**src/rtl/rx_octet_stat.sv**
```systemverilog
`timescale 1ns/1ps
module rx_octet_stat #(
  parameter int CNT_W  = 48,
  parameter int BUS_W  = 32,
  parameter int LEN_W  = 14,
  parameter int ADDR_W = 9,
  parameter logic [ADDR_W-1:0] LO_OFS = 9'h150,
  parameter logic [ADDR_W-1:0] HI_OFS = 9'h154
) (
  input  logic              clk,
  input  logic              rst_n,
  input  logic              frm_done,
  input  logic [LEN_W-1:0]  frm_len,
  input  logic              frm_good,
  input  logic              frm_stored,
  input  logic              frm_pause,
  input  logic              tst_inc,
  input  logic              tst_wr_en,
  input  logic              rd_en,
  input  logic              wr_en,
  input  logic [ADDR_W-1:0] addr,
  input  logic [BUS_W-1:0]  wdata,
  output logic [BUS_W-1:0]  rdata
);
  localparam int HI_W = CNT_W - BUS_W;
  localparam logic [CNT_W-1:0] MAX = '1;

  logic [CNT_W-1:0] cnt;
  logic [HI_W-1:0]  hi_cap;
  logic [CNT_W-1:0] add_amt, base, nxt;
  logic [CNT_W:0]   sum;

  wire take  = frm_done & frm_good & frm_stored & ~frm_pause;
  wire rd_lo = rd_en & (addr == LO_OFS);
  wire rd_hi = rd_en & (addr == HI_OFS);
  wire wr_ok = wr_en & tst_wr_en & ~rd_en;
  wire wr_lo = wr_ok & (addr == LO_OFS);
  wire wr_hi = wr_ok & (addr == HI_OFS);

  assign add_amt = (take ? CNT_W'(frm_len) : '0) + CNT_W'(tst_inc);
  assign base    = rd_lo ? '0 : cnt;
  assign sum     = {1'b0, base} + {1'b0, add_amt};
  assign nxt     = sum[CNT_W] ? MAX : sum[CNT_W-1:0];

  always_ff @(posedge clk) begin
    if (!rst_n) begin
      cnt    <= '0;
      hi_cap <= '0;
      rdata  <= '0;
    end else begin
      if (wr_lo)      cnt[BUS_W-1:0]     <= wdata;
      else if (wr_hi) cnt[CNT_W-1:BUS_W] <= wdata[HI_W-1:0];
      else            cnt                <= nxt;
      if (rd_lo) hi_cap <= cnt[CNT_W-1:BUS_W];
      if (rd_lo)      rdata <= cnt[BUS_W-1:0];
      else if (rd_hi) rdata <= BUS_W'(hi_cap);
      else            rdata <= '0;
    end
  end

  AST_PAUSE_IGNORED: assert property (@(posedge clk) disable iff (!rst_n)
    (frm_done && frm_pause && !tst_inc && !rd_en && !wr_en) |=> $stable(cnt));
  AST_NO_WRAP: assert property (@(posedge clk) disable iff (!rst_n)
    (!rd_lo && !wr_ok) |=> (cnt >= $past(cnt)));
  AST_SAT_STICK: assert property (@(posedge clk) disable iff (!rst_n)
    (cnt == MAX && !rd_lo && !wr_ok) |=> (cnt == MAX));
  AST_CLEAR_ON_READ: assert property (@(posedge clk) disable iff (!rst_n)
    (rd_lo && !frm_done && !tst_inc) |=> (cnt == '0));
  AST_HI_CAPTURE: assert property (@(posedge clk) disable iff (!rst_n)
    rd_lo |=> (hi_cap == $past(cnt[CNT_W-1:BUS_W])));
  AST_HI_RSVD_ZERO: assert property (@(posedge clk) disable iff (!rst_n)
    rd_hi |=> (rdata[BUS_W-1:HI_W] == '0));
  AST_NO_TEST_WRITE: assert property (@(posedge clk) disable iff (!rst_n)
    (wr_en && !tst_wr_en && !rd_en && !frm_done && !tst_inc) |=> $stable(cnt));
endmodule

```
**config.mk**
```make
export PLATFORM = sky130hd
export DESIGN_NAME = rx_octet_stat
export DESIGN_NICKNAME = d
export VERILOG_FILES = /design/src/rtl/rx_octet_stat.sv
export SDC_FILE = /design/constraint.sdc
export NUM_CORES = 1
export LEC_CHECK = 0
export ABC_AREA = 1
export ABC_CLOCK_PERIOD_IN_PS = 3610
export BUFFER_PORTS_ARGS = -buffer_cell sky130_fd_sc_hd__clkbuf_2
export CELL_PAD_IN_SITES_DETAIL_PLACEMENT = 1
export CELL_PAD_IN_SITES_GLOBAL_PLACEMENT = 1
export CORE_MARGIN = 10
export CORE_UTILIZATION = 36
export CTS_CLUSTER_SIZE = 40
export DETAILED_ROUTE_END_ITERATION = 6
export HOLD_SLACK_MARGIN = 0.05
export MAX_ROUTING_LAYER = met4
export PLACE_DENSITY_LB_ADDON = 0.1
export SYNTH_ARGS = -nofsm -noshare
export SYNTH_HDL_FRONTEND = slang
export SYNTH_SLANG_ARGS = --single-unit
export TNS_END_PERCENT = 10
```
**constraint.sdc**
```tcl
create_clock -name clk -period 3.61 [get_ports clk]
set_input_delay 0 -clock clk [delete_from_list [all_inputs] [get_ports clk]]
set_output_delay 0 -clock clk [all_outputs]
set_load 0.005 [all_outputs]
```
==> flow_summary.ini, run 1 <==
[placement]
place_congestion = 0.9057
dp.cells = 1260
dp_hpwl_um = 17540
port_buffers = 96
dp_slack_ns = 0.3214

[clock_tree]
clk_path_buf_depth = 2
cts.clk_slew.worst_paths_ns = 0.07
clock_sinks = 96
clock-root-buffer = clkbuf_16
cts_tree = yes
cts_buffers = 9
clk-insertion-delay-late_ns = 0.37
h-tree-depth = 3

[pwr]
p_leak_nw = 3.331
clkPwrFrac_pct = 44.3
pwr-share-comb_pct = 7.1
p_seq_share_pct = 48.6
ir_drop_v = 0.0002375
p_total_mw = 2.204
power.switching_mw = 0.5751
p_int_mw = 1.629
p_sw_share_pct = 26.10
power_density_mw_per_mm2 = 295.5

[sta]
hold_viol_final = 0
clock.fmax_ghz = 0.3432
slew_viol_final = 0
min_period_over_period_pct = 80.72
tns_ns = 0
hold_ws_ns = 0.05274
max_slew_margin_pct = 46.39
finalSetupViolCount = 0
layout_min_cycle_time_ns = 2.914
fin_ws_ns = 0.6962
grt_setup_unrepaired = false
tightest_slew_ns = 0.8042
finalClockSkew_ns = 0.01292

[worst_setup_path]
startpoint_type = primary input
worstSetupPathType = in2reg
r2r_end = cnt[37]
r2r_start = cnt[0]
critical_path.max_fanout = 19
arrival_ns = 3.17
cp-end-kind = flip-flop
worstRegToRegCells = 16
cp.required_ns = 3.87
r2r_slack_ns = 0.77

[die]
ios = 97
dieArea_mm2 = 0.02283
die_h_um = 151.1
start_util_pct = 37.05
chipWidth_um = 151.1
coreArea_mm2 = 0.01670
placement_rows = 47

[detailed_routing]
dr_total_vias = 6529
drt_iter0_markers = 276
drc_errors = 0
wire_per_inst_um = 17.37
vias_per_cell = 5.003
totalWireLength_um = 22670
dr.pass1.iters = 4
drtAntennaViolNets = 0

[flow_run]
cap_violations = 0

[global_route]
grt_max_degree = 72
grt_remaining_overflow = 0
antenna_found_initial = 0
grt_pass1_wl_um = 36110
first_global_vias = 6657
grt_usage_pct = 20.74

[hold_path]
holdPathEnd = cnt[31]
hold_path_class = in2reg
min_path_cells = 5
min_from = wdata[31]

[logic_synthesis]
ys_seq_area_share_pct = 31.06
synth_area_mm2 = 0.006188
synth-edff-count = 0
ys_ff_latch = 96
yosysTopAreaCell = dfxtp_1
synth_top_area_share_pct = 31.06
syn_inst = 968
synth_area_per_cell_um2 = 6.393
synth-warning-count = 0
synth_common_cells = 223 x nand2_1, 137 x nor2_1, 135 x inv_1
post-synth-top-count-cell = nand2_1
ys_types = 46
syn-num-nets = 1048
asyncSetResetFlopFracSynth_pct = 0
synth_flop_cell = dfxtp_1
synthTopCellsByArea = dfxtp_1 31%, nand2_1 14%, nor2_1 8.3%

[layout]
finalNetCount = 1160
antenna_cells = 0
drive_above_1_share_pct = 16.04
syn_to_final_growth_pct = 20.52
final_cells = 1305
fillers = 2274

[outcome]
outcome = complete, no violations
[worst max path at each step]
stage / start / end
2_1_floorplan: addr[1] / cnt[45]
3_3_place_gp: addr[1] / cnt[45]
3_5_place_dp: addr[5] / cnt[37]
4_1_cts: addr[5] / cnt[46]
5_1_grt: addr[5] / cnt[44]
6_report: addr[5] / cnt[46]
[layer usage]
layer,up-vias,GRT usage (%),part of all wire [%]
met5,-,-,0
li1,3342,-,-
met3,23,3.222,3.9
met4,0,6.208,1.9
met2,123,32.70,46
met1,3041,26.87,48
[critical path: stages]
cell and delay, ns:
clkbuf_2 0.08, nor2_1 0.11, nand2_1 0.09, nor2_2 0.24, nand3_4 0.29, nand2_1 0.16, fa_1 0.17, inv_1 0.06
fa_1 0.40, nand2_1 0.09, nand2_1 0.06, nand3_1 0.13, a21oi_2 0.08, nor2_2 0.28, inv_1 0.10, buf_4 0.15
nand4_1 0.14, nor3_1 0.08, buf_4 0.16, nand4_1 0.06, nand3_1 0.10, nand2_1 0.09, inv_1 0.04
[area by class of cell]
class | count | area [um2] | share of cell area [%]
clock buffer | 9 | 225.2 | 3.020
timing repair buffer | 145 | 920.9 | 12.35
multi-input combinational | 688 | 3515 | 47.12
clock inverter | 7 | 75.07 | 1.007
tap | 220 | 275.3 | 3.691
sequential | 96 | 1922 | 25.77
inverter | 140 | 525.5 | 7.046
[sequential cells by signal (all words and copies together), names as in the netlist]
signal,count
cnt,48
rdata,32
hi_cap,16
[cells by family after synthesis]
logic type	count (synthesis)	synth area share, %
simple gates	515	36.80
buf+inv	184	12.35
compound gates	135	13.26
flops	96	31.06
xor+xnor	23	3.255
fa+ha+maj	15	3.275
[cells in the final DEF, fill, tap and decap left out, types with 13 or more instances in the layout]
cell             n
nor2_2          13
a21oi_1         50
o22ai_1         16
inv_1          135
nand4_1         13
buf_4           20
xnor2_1         13
clkbuf_2        96
nand2_1        223
ha_1            13
nor2_1         137
o221ai_1        14
dfxtp_1         96
dlygate4sd3_1   29
nand3_1         98
o21ai_0         29
[stage by stage]
step	utilization (%)	instance area, um2
after floorplan	-	6188
after global placement	41.12	6868
after detailed placement	41.12	6868
after CTS	44.66	7458
after global routing	44.66	7458
final	44.66	7458
[power by group through the flow]
stage	Clock [mW]	Combinational, mW	Sequential, mW
after floorplan	0	0.0683	1.09
after global placement	0	0.128	1.10
after detailed placement	0	0.131	1.10
after CTS	1.00	0.156	1.07
after global routing	1.04	0.174	1.07
final	0.976	0.156	1.07
[what timing repair did]
| item | CTS | global route |
|---|---|---|
| endpoints found under the hold margin | 32 | 0 |
| setup buffers | 0 | 0 |
| gates resized for setup | 0 | 0 |
| hold buffers | 29 | 0 |
| setup endpoints to repair | 0 | 0 |
Power figures use the tool's default switching activity.
==> inputs of run 2 (changes only) <==
- ABC_AREA: 1 -> 0
- ABC_CLOCK_PERIOD_IN_PS: 3610 -> 2900
- CORE_UTILIZATION: 36 -> 42
- clock period: 3.61 -> 2.9 ns (I/O delays scaled with it)
==> run 2 against run 1 <==
Net effect:
- combinational power increased by 72%
- setup slack worse by 0.66 ns
- cell count fell by 20%
- highest routed layer unchanged
==> flow_summary.ini, run 2 <==
[sta]
clock.fmax_ghz = 0.3495
hold_ws_ns = 0.05819
layout_min_cycle_time_ns = 2.862
min_period_over_period_pct = 98.68
hold_viol_final = 0
max_slew_margin_pct = 44.57
fin_ws_ns = 0.03839
grt_setup_unrepaired = true
finalSetupViolCount = 0
tightest_slew_ns = 0.8302
finalClockSkew_ns = 0.007696
slew_viol_final = 0

[logic_synthesis]
synth-edff-count = 0
yosys.area_share.simple_pct = 23.55
ys_seq_area_share_pct = 32.89
yosysTopAreaCell = dfxtp_1
synth_common_cells = 96 x dfxtp_1, 74 x nand2_1, 70 x a21oi_1
synth_area_per_cell_um2 = 8.288
asyncSetResetFlopFracSynth_pct = 0
synth_top_area_share_pct = 32.89
synth_top_family_by_area = compound AO/OA/AOI/OAI gates
synth_area_mm2 = 0.005843
ys_ff_latch = 96
synth_flop_cell = dfxtp_1
synth-warning-count = 0
syn_inst = 705
post-synth-top-count-cell = dfxtp_1
synth_xor_area_share_pct = 1.949
synthTopCellsByArea = dfxtp_1 33%, a21oi_1 6.0%, nand2_1 4.8%
synth_fa_ha_area_share_pct = 3.469
synth-compound-area-share_pct = 28.54
muxShareOfSynthArea_pct = 4.711
ys_types = 79
syn-num-nets = 785

[clock_tree]
clock_sinks = 96
h-tree-depth = 3
clock-root-buffer = clkbuf_16
cts_buffers = 9
cts.clk_slew.worst_paths_ns = 0.07
cts_tree = yes
clk-insertion-delay-late_ns = 0.36
clk_path_buf_depth = 2

[global_route]
antenna_found_initial = 0
grt_usage_pct = 24.34
grt_max_degree = 52
grt_remaining_overflow = 0
grt_pass1_wl_um = 35750
first_global_vias = 6670

[worst_setup_path]
critical_path.max_fanout = 14
cp-end-kind = flip-flop
startpoint_type = flip-flop
r2r_start = cnt[0]
cp.required_ns = 3.16
cp-startpoint = cnt[0]
r2r_slack_ns = 0.04
arrival_ns = 3.12
worstSetupPathType = reg2reg

[pwr]
p_leak_nw = 3.205
p_int_mw = 2.146
power_density_mw_per_mm2 = 365.9
pwr-share-comb_pct = 9.4
clkPwrFrac_pct = 43.5
p_seq_share_pct = 47.1
power.switching_mw = 0.6918
ir_drop_v = 0.0002172
p_sw_share_pct = 24.38
p_total_mw = 2.838

[detailed_routing]
drtAntennaViolNets = 0
dr.pass1.iters = 6
totalWireLength_um = 22630
drt_iter0_markers = 397
dr_total_vias = 6312
vias_per_cell = 6.029
drc_errors = 0
wire_per_inst_um = 21.62

[layout]
final_common_cell = clkbuf_2
final_cell_mix = 96 x clkbuf_2, 95 x dfxtp_1, 76 x buf_4
antenna_cells = 0
final_cells = 1047
utilization_pct = 56.30
regMostFlops = cnt
drive_above_1_share_pct = 30.80
largest_reg_flops = 48
syn_to_final_growth_pct = 32.72
largestRegisters = cnt: 48 flops, rdata: 32 flops, hi_cap: 16 flops
finalNetCount = 942

[die]
ios = 97
start_util_pct = 42.42
chipWidth_um = 138.0
die_h_um = 138.0
placement_rows = 43
dieArea_mm2 = 0.01903
coreArea_mm2 = 0.01377

[placement]
dp_hpwl_um = 16160
port_buffers = 96
dp.cells = 1013
place_congestion = 0.8724
dp_slack_ns = -0.3809

[hold_path]
hold_path_class = in2reg
min_from = wdata[14]

[outcome]
outcome = complete, no violations

[flow_run]
cap_violations = 0
==> run 2: cell count changes after synthesis, sizes merged, moves of 16 or more <==
cell	previous run	this run
a21oi	54	70
a221oi	3	19
a22oi	0	17
and2	2	28
and3	0	23
inv	139	11
mux2i	0	23
nand2	224	75
nand3	108	22
nor2	154	42
==> run 2: what timing repair did <==
item,in CTS,in global routing
pin swaps,0,5
setup endpoints to repair,12,47
hold endpoints to repair,19,0
cloned,0,0
setup buffers,0,2
resized for setup,1,28
hold buffers,16,0
==> run 2: final timing paths <==
kind,endpoint,depth (start not counted)
setup / recovery,cnt[11],13
hold / removal,cnt[46],3
setup reg to reg,cnt[11],13
hold reg to reg,hi_cap[5],2
==> run 2: layout make-up <==
cell class                      instances  area (um2)
Clock buffer                           11       242.7
Clock inverter                          5       56.30
Fill cell                            1689        6018
Inverter                               12       45.04
Multi-Input combinational cell        547        3911
Sequential cell                        96        1926
Tap cell                              180       225.2
Timing Repair Buffer                  196        1349
==> run 2: through the flow <==
step / cell area, um2 / TNS [ns]
floorplan: 6056 / -4.341
global placement: 7171 / -8.642
detailed placement: 7171 / -13.86
CTS: 7631 / -0.01378
global route: 7755 / -0.4391
finish: 7755 / 0
==> run 2: kinds of logic after synthesis <==
family | count (synthesis)
compound gates | 239
xor+xnor | 13
fa+ha+maj | 15
buf+inv | 62
flops | 96
mux | 27
simple gates | 253
==> run 2: critical path: stages (launching register included) <==
cell and delay [ns]:
dfxtp_4 0.38, nand2_4 0.06, fa_2 0.37, inv_2 0.08, fa_2 0.23, a211oi_4 0.07, nor3_2 0.23, o211ai_2 0.12
buf_6 0.15, a21o_4 0.23, o32ai_4 0.32, buf_12 0.20, a21oi_1 0.05, o31ai_1 0.26
==> run 2: power by group through the flow <==
stage          sequential, mW  combinational (mW)  clock [mW]
6_report                 1.34               0.268        1.23
5_1_grt                  1.34               0.288        1.31
4_1_cts                  1.34               0.261        1.25
3_5_place_dp             1.37               0.240           0
3_3_place_gp             1.37               0.231           0
2_1_floorplan            1.36               0.125           0
==> run 2: metal layers <==
| layer | vias to the layer above | share of wire [%] | track usage, % |
|---|---|---|---|
| met5 | - | 0 | - |
| met4 | 0 | 1.7 | 6.837 |
| met3 | 32 | 4.4 | 3.587 |
| met2 | 166 | 49 | 39.75 |
| met1 | 3168 | 45 | 30.67 |
| li1 | 2946 | - | - |
==> inputs of run 3 (changes only) <==
- ABC_AREA: 0 -> 1
- ABC_CLOCK_PERIOD_IN_PS: 2900 -> 2730
- CORE_UTILIZATION: 42 -> 40
- clock period: 2.9 -> 2.73 ns (I/O delays scaled with it)
==> run 3 against run 2 <==
Net effect:
- non-clock buffer count fell by 5
- fmax rose by 12%
- die area rose by 9.5%
- register-to-register slack improved by 0.15 ns
- routed wire length rose by 1.8%
- critical endpoint is now cnt[2]
- largest cell class unchanged
- cell area rose by 3.0%
- core utilization fell by 3.8 points
- flip-flop and latch count did not move
==> flow_summary.ini, run 3 (synthesized netlist as in run 1, its figures left out) <==
[layout]
finalNetCount = 1206
final_cell_mix = 218 x nand2_1, 134 x inv_1, 134 x nor2_1
drive_above_1_share_pct = 21.93
antenna_cells = 0
final_cells = 1319
utilization_pct = 52.54
final_common_cell = nand2_1
largest_reg_flops = 48
largestRegisters = cnt: 48 flops, rdata: 32 flops, hi_cap: 16 flops
regMostFlops = cnt
syn_to_final_growth_pct = 29.07
fillers = 2044
postLayoutCellArea_mm2 = 0.007988

[clock_tree]
clk_path_buf_depth = 2
cts_buffers = 9
clock_sinks = 96
cts.clk_slew.worst_paths_ns = 0.07
clk-insertion-delay-late_ns = 0.37
cts_tree = yes
h-tree-depth = 3
clock-root-buffer = clkbuf_16

[global_route]
grt_usage_pct = 22.89
grt_pass1_wl_um = 36880
antenna_found_initial = 0
grt_max_degree = 72
first_global_vias = 6958
grt_remaining_overflow = 0

[sta]
min_period_over_period_pct = 93.18
hold_viol_final = 0
finalClockSkew_ns = 0.009701
clock.fmax_ghz = 0.3931
tns_ns = 0
max_slew_margin_pct = 54.89
layout_min_cycle_time_ns = 2.544
finalSetupViolCount = 0
slew_viol_final = 0
tightest_slew_ns = 0.6747

[detailed_routing]
totalWireLength_um = 23030
drt_iter0_markers = 401
drc_errors = 0
drtAntennaViolNets = 0
vias_per_cell = 5.226
dr.pass1.iters = 5
wire_per_inst_um = 17.46
dr_total_vias = 6893

[die]
chipWidth_um = 144.4
ios = 97
die_h_um = 144.4
placement_rows = 45
start_util_pct = 40.71
dieArea_mm2 = 0.02085
coreArea_mm2 = 0.01520

[worst_setup_path]
cp.required_ns = 3.02
critical_path.max_fanout = 28
startpoint_type = flip-flop
cp_slowest_cell = dfxtp_2
worstSetupPathType = reg2reg
max_stage_delay_ns = 0.35
arrival_ns = 2.84
cp-end-kind = flip-flop
path_cells = nand2_4 -> fa_2 -> inv_2 -> fa_2 -> nand2_2 -> nand2_2 -> nand3_2 -> a21oi_2 -> nor2_4 -> nor2_4 -> nand3_2 -> nor2_1 -> nand2_1 -> buf_12 -> nand3_1 -> nand2_1 -> a21oi_1

[placement]
dp_hpwl_um = 17360
place_congestion = 0.9170
place_area_mm2 = 0.007333
dp.cells = 1273
port_buffers = 96

[flow_run]
cap_violations = 0

[pwr]
p_leak_nw = 3.608
ir_drop_v = 0.0002482
power_density_mw_per_mm2 = 374.6

[hold_path]
hold_path_class = in2reg

[outcome]
outcome = complete, no violations
[run 3: where the power goes]
part,internal [mW],total (mW),switching (mW),leakage [nW]
Clock,0.656,1.33,0.671,0.150
Sequential,1.41,1.42,0.0108,0.774
Combinational,0.125,0.247,0.122,2.68
Total,2.19,2.99,0.804,3.61
[run 3: layer usage]
metal	track usage, %	vias up	share of wire [%]
met3	3.542	30	4.6
met4	5.266	0	1.7
met1	30.06	3266	48
li1	-	3422	-
met2	36.34	175	46
met5	-	-	0
[run 3: layout make-up]
cell class                      instances  area, um2  share of cell area (%)
Clock buffer                            9      225.2                   2.820
Timing Repair Buffer                  191       1299                   16.26
Sequential cell                        96       1923                   24.08
Tap cell                              188      235.2                   2.945
Multi-Input combinational cell        688       3694                   46.24
Clock inverter                          7      86.33                   1.081
Inverter                              140      525.5                   6.579
[run 3: timing repair]
item,4_1_cts,5_1_grt
setup buffers,0,4
pin swaps,1,9
resized for setup,0,13
hold endpoints to repair,29,0
endpoints found under the setup margin,1,48
hold buffers,27,0
[run 3: worst max-delay path, delay by kind of cell, from the launching register on]
family,cells,cell delay [ns]
fa+ha+maj,2,0.53
compound gates,2,0.30
buf+inv,2,0.26
simple gates,11,1.01
flops,1,0.35
[run 3: worst paths after layout]
kind              startpoint   endpoint  slack [ns]  depth (start not counted)
setup reg to reg      cnt[0]     cnt[2]        0.19                         17
hold / removal      wdata[2]    cnt[34]        0.05                          3
setup / recovery      cnt[0]     cnt[2]        0.19                         17
hold reg to reg      cnt[18]  rdata[18]        0.49                          2
[run 3: metrics by stage]
stage | setup slack (ns) | power, mW | hold slack [ns]
3_3_place_gp | -0.1768 | 1.655 | 0.2944
6_report | 0.1862 | 2.992 | 0.05051
3_5_place_dp | -0.2436 | 1.659 | 0.3127
2_1_floorplan | -0.3842 | 1.546 | 0.1976
5_1_grt | -0.01555 | 3.103 | 0.06976
4_1_cts | 0.04772 | 3.010 | 0.05219
